--- src/rtl/apd_pkg.sv ---
// Package: shared types for the power-state monitor.
// Assumes nothing beyond IEEE 1800-2017 packed types.
package apd_pkg;

    // Power state held by the hold timer.
    typedef enum logic {
        PWR_STANDBY = 1'b0,
        PWR_ACTIVE  = 1'b1
    } pwr_state_t;

    // Qualified activity flags produced each cycle.
    typedef struct packed {
        logic sel_fall;   // select falling edge with the partner select low
        logic strobe_fall; // write strobe falling edge while selected
        logic addr_chg;   // address change while selected
        logic data_chg;   // write-data change while writing
    } apd_events_t;

    // Registered copy of the interface from the previous cycle.
    typedef struct packed {
        logic sel_a_n;
        logic sel_b_n;
        logic wr_n;
    } apd_ctrl_t;

endpackage

--- src/rtl/apd_input_history.sv ---
// Module: apd_input_history
// Holds the interface inputs as they were one clock earlier.
// Assumes: inputs are synchronous to clk. Reset loads idle values
// (selects and strobe high, buses zero), so the first comparison after
// reset is made against an idle interface.
module apd_input_history
    import apd_pkg::*;
#(
    parameter int ADDR_W = 14,
    parameter int DATA_W = 4
) (
    input  logic              clk,
    input  logic              rst_n,
    input  apd_ctrl_t         ctrl_in,
    input  logic [ADDR_W-1:0] addr_in,
    input  logic [DATA_W-1:0] data_in,
    output apd_ctrl_t         ctrl_prev,
    output logic [ADDR_W-1:0] addr_prev,
    output logic [DATA_W-1:0] data_prev
);

    localparam apd_ctrl_t CTRL_IDLE = '{sel_a_n: 1'b1, sel_b_n: 1'b1, wr_n: 1'b1};

    // Purpose: capture the control lines each cycle.
    always_ff @(posedge clk) begin
        if (!rst_n) begin
            ctrl_prev <= CTRL_IDLE;
        end else begin
            ctrl_prev <= ctrl_in;
        end
    end

    // Purpose: capture the address and write-data buses each cycle.
    always_ff @(posedge clk) begin
        if (!rst_n) begin
            addr_prev <= '0;
            data_prev <= '0;
        end else begin
            addr_prev <= addr_in;
            data_prev <= data_in;
        end
    end

endmodule

--- src/rtl/apd_event_detect.sv ---
// Module: apd_event_detect
// Compares current inputs against last cycle's copy and qualifies each
// kind of transition with its enable condition. Purely combinational.
// Assumes: prev values come from apd_input_history.
module apd_event_detect
    import apd_pkg::*;
#(
    parameter int ADDR_W = 14,
    parameter int DATA_W = 4
) (
    input  apd_ctrl_t         ctrl_cur,
    input  apd_ctrl_t         ctrl_prev,
    input  logic [ADDR_W-1:0] addr_cur,
    input  logic [ADDR_W-1:0] addr_prev,
    input  logic [DATA_W-1:0] data_cur,
    input  logic [DATA_W-1:0] data_prev,
    output logic              selected,
    output apd_events_t       events,
    output logic              wake
);

    logic [ADDR_W-1:0] addr_bit_chg;
    logic [DATA_W-1:0] data_bit_chg;

    // Per-line change detectors for the address bus.
    for (genvar gi = 0; gi < ADDR_W; gi++) begin : g_addr_bit
        assign addr_bit_chg[gi] = addr_cur[gi] ^ addr_prev[gi];
    end

    // Per-line change detectors for the write-data bus.
    for (genvar gj = 0; gj < DATA_W; gj++) begin : g_data_bit
        assign data_bit_chg[gj] = data_cur[gj] ^ data_prev[gj];
    end

    logic fall_a;
    logic fall_b;
    logic fall_wr;
    logic writing;

    // Purpose: derive edges and qualify each event class.
    always_comb begin
        selected = !ctrl_cur.sel_a_n && !ctrl_cur.sel_b_n;
        writing  = selected && !ctrl_cur.wr_n;
        fall_a   = ctrl_prev.sel_a_n && !ctrl_cur.sel_a_n;
        fall_b   = ctrl_prev.sel_b_n && !ctrl_cur.sel_b_n;
        fall_wr  = ctrl_prev.wr_n && !ctrl_cur.wr_n;

        events.sel_fall    = (fall_a && !ctrl_cur.sel_b_n) || (fall_b && !ctrl_cur.sel_a_n);
        events.strobe_fall = selected && fall_wr;
        events.addr_chg    = selected && (|addr_bit_chg);
        events.data_chg    = writing && (|data_bit_chg);

        wake = |events;
    end

endmodule

--- src/rtl/apd_hold_timer.sv ---
// Module: apd_hold_timer
// Power-state register with a reloadable countdown. A wake loads the full
// window; each quiet selected cycle counts down; deselection clears it.
// Assumes: HOLD_CYCLES >= 1; wake is only asserted while selected.
module apd_hold_timer
    import apd_pkg::*;
#(
    parameter int HOLD_CYCLES = 16
) (
    input  logic clk,
    input  logic rst_n,
    input  logic selected,
    input  logic wake,
    output logic pwr_active,
    output logic wake_pulse
);

    localparam int CNT_W = $clog2(HOLD_CYCLES + 1);
    localparam logic [CNT_W-1:0] CNT_LOAD = CNT_W'(HOLD_CYCLES);
    localparam logic [CNT_W-1:0] CNT_ONE  = CNT_W'(1);

    pwr_state_t       state;
    logic [CNT_W-1:0] remain;

    // Purpose: advance the power state and the hold countdown.
    always_ff @(posedge clk) begin
        if (!rst_n) begin
            state  <= PWR_STANDBY;
            remain <= '0;
        end else if (!selected) begin
            state  <= PWR_STANDBY;
            remain <= '0;
        end else if (wake) begin
            state  <= PWR_ACTIVE;
            remain <= CNT_LOAD;
        end else if (remain > CNT_ONE) begin
            state  <= PWR_ACTIVE;
            remain <= remain - CNT_ONE;
        end else begin
            state  <= PWR_STANDBY;
            remain <= '0;
        end
    end

    // Purpose: register a one-cycle flag for each accepted wake.
    always_ff @(posedge clk) begin
        if (!rst_n) begin
            wake_pulse <= 1'b0;
        end else begin
            wake_pulse <= wake && selected;
        end
    end

    assign pwr_active = (state == PWR_ACTIVE);

endmodule

--- src/rtl/apd_monitor.sv ---
// Module: apd_monitor (top)
// Activity-triggered power-state monitor for a static memory interface.
// Assumes: all inputs synchronous to clk; synchronous active-low reset.
module apd_monitor
    import apd_pkg::*;
#(
    parameter int ADDR_W      = 14,
    parameter int DATA_W      = 4,
    parameter int HOLD_CYCLES = 16
) (
    input  logic              clk,
    input  logic              rst_n,
    input  logic              sel_a_n,
    input  logic              sel_b_n,
    input  logic              wr_n,
    input  logic [ADDR_W-1:0] addr,
    input  logic [DATA_W-1:0] wdata,
    output logic              pwr_active,
    output logic              wake_pulse
);

    apd_ctrl_t         ctrl_cur;
    apd_ctrl_t         ctrl_prev;
    logic [ADDR_W-1:0] addr_prev;
    logic [DATA_W-1:0] data_prev;
    logic              selected;
    apd_events_t       events;
    logic              wake;

    // Purpose: bundle the control pins.
    always_comb begin
        ctrl_cur.sel_a_n = sel_a_n;
        ctrl_cur.sel_b_n = sel_b_n;
        ctrl_cur.wr_n    = wr_n;
    end

    apd_input_history #(.ADDR_W(ADDR_W), .DATA_W(DATA_W)) u_hist (
        .clk      (clk),
        .rst_n    (rst_n),
        .ctrl_in  (ctrl_cur),
        .addr_in  (addr),
        .data_in  (wdata),
        .ctrl_prev(ctrl_prev),
        .addr_prev(addr_prev),
        .data_prev(data_prev)
    );

    apd_event_detect #(.ADDR_W(ADDR_W), .DATA_W(DATA_W)) u_detect (
        .ctrl_cur (ctrl_cur),
        .ctrl_prev(ctrl_prev),
        .addr_cur (addr),
        .addr_prev(addr_prev),
        .data_cur (wdata),
        .data_prev(data_prev),
        .selected (selected),
        .events   (events),
        .wake     (wake)
    );

    apd_hold_timer #(.HOLD_CYCLES(HOLD_CYCLES)) u_timer (
        .clk       (clk),
        .rst_n     (rst_n),
        .selected  (selected),
        .wake      (wake),
        .pwr_active(pwr_active),
        .wake_pulse(wake_pulse)
    );

endmodule

--- config.mk ---
export PLATFORM = sky130hd
export DESIGN_NAME = apd_monitor
export DESIGN_NICKNAME = d
export VERILOG_FILES = /design/src/rtl/apd_pkg.sv /design/src/rtl/apd_input_history.sv /design/src/rtl/apd_event_detect.sv /design/src/rtl/apd_hold_timer.sv /design/src/rtl/apd_monitor.sv
export SDC_FILE = /design/constraint.sdc
export NUM_CORES = 1
export LEC_CHECK = 0
export BUFFER_PORTS_ARGS = -buffer_cell sky130_fd_sc_hd__buf_2
export CORE_ASPECT_RATIO = 1.2
export CORE_MARGIN = 5
export CORE_UTILIZATION = 35
export DETAILED_ROUTE_END_ITERATION = 16
export SYNTH_ARGS = -nofsm -noshare
export SYNTH_HDL_FRONTEND = slang
export SYNTH_SLANG_ARGS = --single-unit
--- constraint.sdc ---
create_clock -name clk -period 1.9 [get_ports clk]
set_input_delay 0.285 -clock clk [delete_from_list [all_inputs] [get_ports clk]]
set_output_delay 0.285 -clock clk [all_outputs]
set_load 0.01 [all_outputs]
# Yosys cells after proc, flatten, opt, wreduce, memory -nomap -nowiden
# Index checks and enable logic that the tools add are counted.
[word_totals] mem_bits_ro=0 ramBits=0 latch_bits=0 register_bits=28 wordCells=56 output_inout_bits=2 inputBits=23 mem_count=0
[op_classes] n_reduce_logical=20 bitwise_logic=21 n_mul=0 add_sub_neg=1 n_eq_ne=0 shift=0 order_cmp=1 div=0 muxes=4
[op_table] op="$xor A1 B1 Y1" n=18
[op_table] op="$reduce_or A14 Y1" n=1
[op_table] op="$logic_and A1 B1 Y1" n=11
[op_table] op="$mux W5" n=2
[op_table] op="$reduce_or A4 Y1" n=2
[op_table] op="$reduce_or A7 Y1" n=1
[op_table] op="$gt A5 B1 Y1 const B" n=1
[op_table] op="$sub A5 B1 Y5 const B" n=1
[op_table] op="$logic_not A1 Y1" n=3
[op_table] op="$not A1 Y1" n=3
[op_table] op="$mux W1" n=2
[op_table] op="$reduce_and A2 Y1" n=1
[op_table] op="$logic_or A1 B1 Y1" n=1

# Depth between registers and ports, before layout
[depth] ltp_word=6 mapped_depth=6 depth_no_buf=6

# Cells and area by module
# From an unflattened synthesis, not the netlist that was laid out.
[unflattened] hier_cells=106 hier_area_um2=1092.3
[modules_own_cells] mod="apd_input_history" seq_area_each_um2=420.4 area_per_inst_um2=564.3 cells_per_inst=44 n_inst=1
[modules_own_cells] mod="apd_hold_timer" seq_area_each_um2=140.1 area_per_inst_um2=279.0 cells_per_inst=29 n_inst=1
[modules_own_cells] mod="apd_event_detect" seq_area_each_um2=0.0 area_per_inst_um2=249.0 cells_per_inst=33 n_inst=1

# Worst setup path after synthesis
# No wires, ideal clock.
[synth_timing] path_type="reg2reg" start="register u_hist.addr_prev[12]" end="register u_timer.remain[2]" path_stages_with_launch=6 synth_period_minus_slack_ps=1542 setup_ps=64 arrival_ps=1477 setup_slack_ps=358 required_ps=1836 n_path_buf=0 cell_sequence="dfxtp_1 -> xor2_1 -> nor4_2 -> nand4_1 -> or4b_4 -> nor2_1"
[synth_between] elab_chain_len=4
[synth_rtl] element="start: declaration" line_no="apd_input_history.sv:18" rtl="output logic [ADDR_W-1:0] addr_prev,"
[synth_rtl] element="start signal: assignment" line_no="apd_input_history.sv:39" rtl="addr_prev <= addr_in;"
[synth_rtl] element="$xor A1 B1 Y1" line_no="apd_event_detect.sv:27" rtl="assign addr_bit_chg[gi] = addr_cur[gi] ^ addr_prev[gi];"
[synth_rtl] element="$reduce_or A14 Y1" line_no="apd_event_detect.sv:50" rtl="events.addr_chg = selected && (|addr_bit_chg);"
[synth_rtl] element="$logic_and A1 B1 Y1" line_no="apd_event_detect.sv:50"
[synth_rtl] element="$reduce_or A7 Y1 (no line)"
[synth_rtl] element="end signal: assignment" line_no="apd_hold_timer.sv:38" rtl="remain <= remain - CNT_ONE;"
[synth_rtl] element="end: declaration" line_no="apd_hold_timer.sv:23" rtl="logic [CNT_W-1:0] remain;"
# Every way passes these cells.
# A chain may end at the register's enable or synchronous reset.

# Final worst setup path
[layout_timing] start="register u_hist.addr_prev[9]" end="register u_timer.remain[3]"
# The elaborated chain is that of the path after synthesis.

==> Implementation_results.wiki <==
{| class="wikitable"
! Metric !! Value
|-
| Crit path DAT || 1960 ps
|-
| Pre-CTS setup slack || 128 ps
|-
| Final Hold Violating Endpoints || 0
|-
| Layout filler cell count || 316
|-
| Core Area || 3000 sq um
|-
| Hold Path Origin || rst_n
|-
| Number of design-rule violations left by the first detailed-router iteration || 7
|-
| Initial cell density of the core || 35.4%
|-
| CTS Sinks || 28
|-
| Critical path startpoint category || register
|-
| Flip-flop and latch count after synthesis || 28
|-
| Global-route usage over all layers || 8.74%
|-
| Input/output buffers || 24
|-
| Weighted congestion reported at the end of routability-driven placement || 0.651
|-
| Area of the multi-input gates || 482 sq um
|-
| Shortest clock period the worst path allows after layout || 1700 ps
|-
| Maximum root-to-sink buffer count || 2
|-
| DRC errors left || 0
|-
| Routed wire length || 1660 um
|-
| Core Rows || 22
|-
| Cell with the largest stage delay on the worst path || or4b_4
|-
| Largest net degree at the start of global routing || 21
|-
| NetSw || 0.212 mW
|-
| Area growth from synthesis to layout || 19.0%
|-
| Synthesized area per cell || 10.4 sq um
|-
| Hold EP || u_hist.ctrl_prev[1]$_SDFF_PN1_
|-
| Most area-hungry cell type in the Yosys netlist || dfxtp_1
|-
| Final Instance Area || 1260 sq um
|-
| Die X-Extent || 60.3 um
|-
| Internal power consumption || 0.785 mW
|-
| Post-cts sizing count || 0
|-
| Transition at the pin with the smallest max-transition slack || 339 ps
|-
| Number of buffers inserted during clock tree synthesis || 3
|-
| Async SR Flop Fraction || 0%
|-
| CP Data Required Time || 2160 ps
|-
| Setup TNS || 0 ps
|-
| Crit Reg-Reg Endpoint || u_timer.remain[3]$_SDFF_PP0_
|-
| Outcome || finished clean
|-
| Vias in the first global route || 709
|-
| Critical Setup Path Class || reg -> reg
|-
| Reg area || 561 sq um
|-
| Net total in the final layout || 155
|-
| Reported max-cap violation count || 0
|-
| Total number of H-tree levels || 1
|-
| Switching power share of the total || 21.2%
|-
| Initial antenna violation count || 0
|-
| Avg WL per Cell || 10.1 um
|-
| Period Utilization, post-route || 89.5%
|-
| Highest-count cells in the layout ignoring fill and taps || dfxtp_1, buf_2, and2_1, xnor2_1, xor2_1
|-
| Source of the worst register-to-register timing path || u_hist.addr_prev[9]$_SDFF_PN0_
|-
| Most common cell after layout, fill and taps aside || dfxtp_1
|-
| Instance count of the mapped netlist || 102
|-
| CTS tree || yes
|-
| Syn_nets || 127
|-
| Fraction of final layout cells with drive strength greater than 1 || 24.8%
|-
| Global-route wire length before repair || 2900 um
|-
| Sequential cell area fraction in the yosys report || 52.8%
|-
| CTS Hold Buffers Added || 0
|-
| Post-layout instance count excluding filler cells || 165
|-
| Biggest area contributors in the synthesized netlist || dfxtp_1, and2_1, xnor2_1
|-
| Vias per cell || 4.32
|-
| Setup crit end kind || register
|-
| Part of the power in the clock network || 27.8%
|-
| Worst clock skew || 9.99 ps
|-
| Setup violation total in the final timing report || 0
|-
| Leakage power of the design || 0.550 nW
|-
| Overall overflow remaining after global route || 0
|-
| DP Cell Count || 161
|-
| VDD IR-drop max || 0.000585 V
|-
| Cell breakdown of the critical path || xor2_1 -> nor4_1 -> nand4_1 -> or4b_4 -> nor2_1
|-
| Final slew viol count || 0
|-
| Clock slew at reported path FFs || 140 ps
|-
| Dominant register cell in the synthesized netlist || dfxtp_1
|-
| Vias post-DR || 713
|-
| Height of the die || 70.3 um
|-
| Number of enable flip-flop cells after synthesis || 0
|-
| Netlist cell types || 20
|-
| Area of the die || 4240 sq um
|-
| Clock network latency to the later pin of the worst-skew pair || 320 ps
|-
| Detailed-router iteration count before antenna repair || 3
|-
| Slew Limit Headroom || 77.2%
|-
| Fraction of power consumed by sequential logic || 62.6%
|-
| Cell depth of the worst hold path || 2
|-
| Worst setup slack for register-to-register paths || 200 ps
|-
| Post-CTS setup-driven buffer insertion count || 0
|-
| Ant diodes || 0
|-
| Post-DP HPWL || 1370 um
|-
| Syn Std Cell Area || 1060 sq um
|-
| Final setup slack of the worst path || 200 ps
|-
| Reg2reg path depth || 5
|-
| Number of top-level pins || 25
|-
| Share of the synthesized area in the top cell type || 52.8%
|-
| Total power per unit cell area || 790 nW/um^2
|-
| Class of the worst hold path || in -> reg
|-
| Synth Warn # || 0
|-
| Buffer cell driving the clock tree root || clkbuf_4
|-
| DRT antenna net count || 0
|-
| Delay contributed by the slowest stage of the critical path || 530 ps
|-
| Placed Area || 1230 sq um
|-
| Fmax || 588 MHz
|-
| Critical Path Fanout Max || 4
|-
| RSZ-0062 raised after global routing || false
|-
| Logic pwr share || 9.7%
|}
[logic make-up after synthesis]
family,synth area share [%]
compound gates,3.18
simple gates,22.5
fa+ha+maj,2.36
flops,52.8
buf+inv,1.77
xor+xnor,17.3
[synthesized netlist by cell type, types with 2 or more instances]
cell type / instances
a21oi_1: 2
and2_1: 18
clkbuf_1: 2
dfxtp_1: 28
ha_1: 2
inv_1: 3
nand2_1: 2
nand2b_1: 3
nand4_1: 2
nor2_1: 9
nor3_1: 3
xnor2_1: 11
xor2_1: 10
[per-layer routing]
layer | GRT usage, % | up-vias | part of all wire, %
met4 | 2.96 | 0 | 0.54
met2 | 14.8 | 13 | 51
li1 | - | 379 | -
met1 | 10.6 | 319 | 42
met5 | 0 | - | 0
met3 | 1.85 | 2 | 5.9
[per-stage QoR]
step	util (%)	hold WS [ps]	power [mW]
6_report	42.1	149	0.997
2_1_floorplan	-	371	0.693
3_3_place_gp	40.9	466	0.732
5_1_grt	42.1	155	1.05
3_5_place_dp	40.9	472	0.736
4_1_cts	42.1	148	1.02
[sequential cells by signal, summed over array words and instances, names as in the netlist]
| register | flops |
|---|---|
| u_hist.addr_prev | 14 |
| u_timer.remain | 5 |
| u_hist.data_prev | 4 |
| u_hist.ctrl_prev | 3 |
| u_timer.pwr_active | 1 |
| u_timer.wake_pulse | 1 |
[power groups by stage]
stage | Sequential (mW) | Clock [mW] | Combinational (mW)
2_1_floorplan | 0.636 | 0 | 0.0564
3_3_place_gp | 0.636 | 0 | 0.0958
3_5_place_dp | 0.637 | 0 | 0.0984
4_1_cts | 0.625 | 0.291 | 0.0992
5_1_grt | 0.627 | 0.315 | 0.108
6_report | 0.624 | 0.277 | 0.0963
[critical path: cells and delay by family, from the launching register on]
family,cells,cell delay [ps]
xor+xnor,1,150
flops,1,330
simple gates,4,1160
[worst max path at each step]
stage / start / endpoint / slack [ps] / cells after the start
floorplan: u_hist.addr_prev[12]$_SDFF_PN0_ / u_timer.remain[2]$_SDFF_PP0_ / 360 / 5
global placement: addr[9] / u_timer.remain[2]$_SDFF_PP0_ / 180 / 6
detailed placement: addr[9] / u_timer.remain[3]$_SDFF_PP0_ / 130 / 6
CTS: u_hist.addr_prev[9]$_SDFF_PN0_ / u_timer.remain[3]$_SDFF_PP0_ / 170 / 5
global route: u_hist.addr_prev[9]$_SDFF_PN0_ / u_timer.remain[3]$_SDFF_PP0_ / 100 / 5
finish: u_hist.addr_prev[9]$_SDFF_PN0_ / u_timer.remain[3]$_SDFF_PP0_ / 200 / 5
[final cells by class]
| type | count | area share [%] |
|---|---|---|
| Clock buffer | 4 | 2.87 |
| Multi-Input combinational cell | 69 | 38.2 |
| Inverter | 3 | 0.892 |
| Sequential cell | 28 | 44.4 |
| Timing Repair Buffer | 25 | 10.1 |
| Tap cell | 36 | 3.57 |
Power figures use the tool's default switching activity.
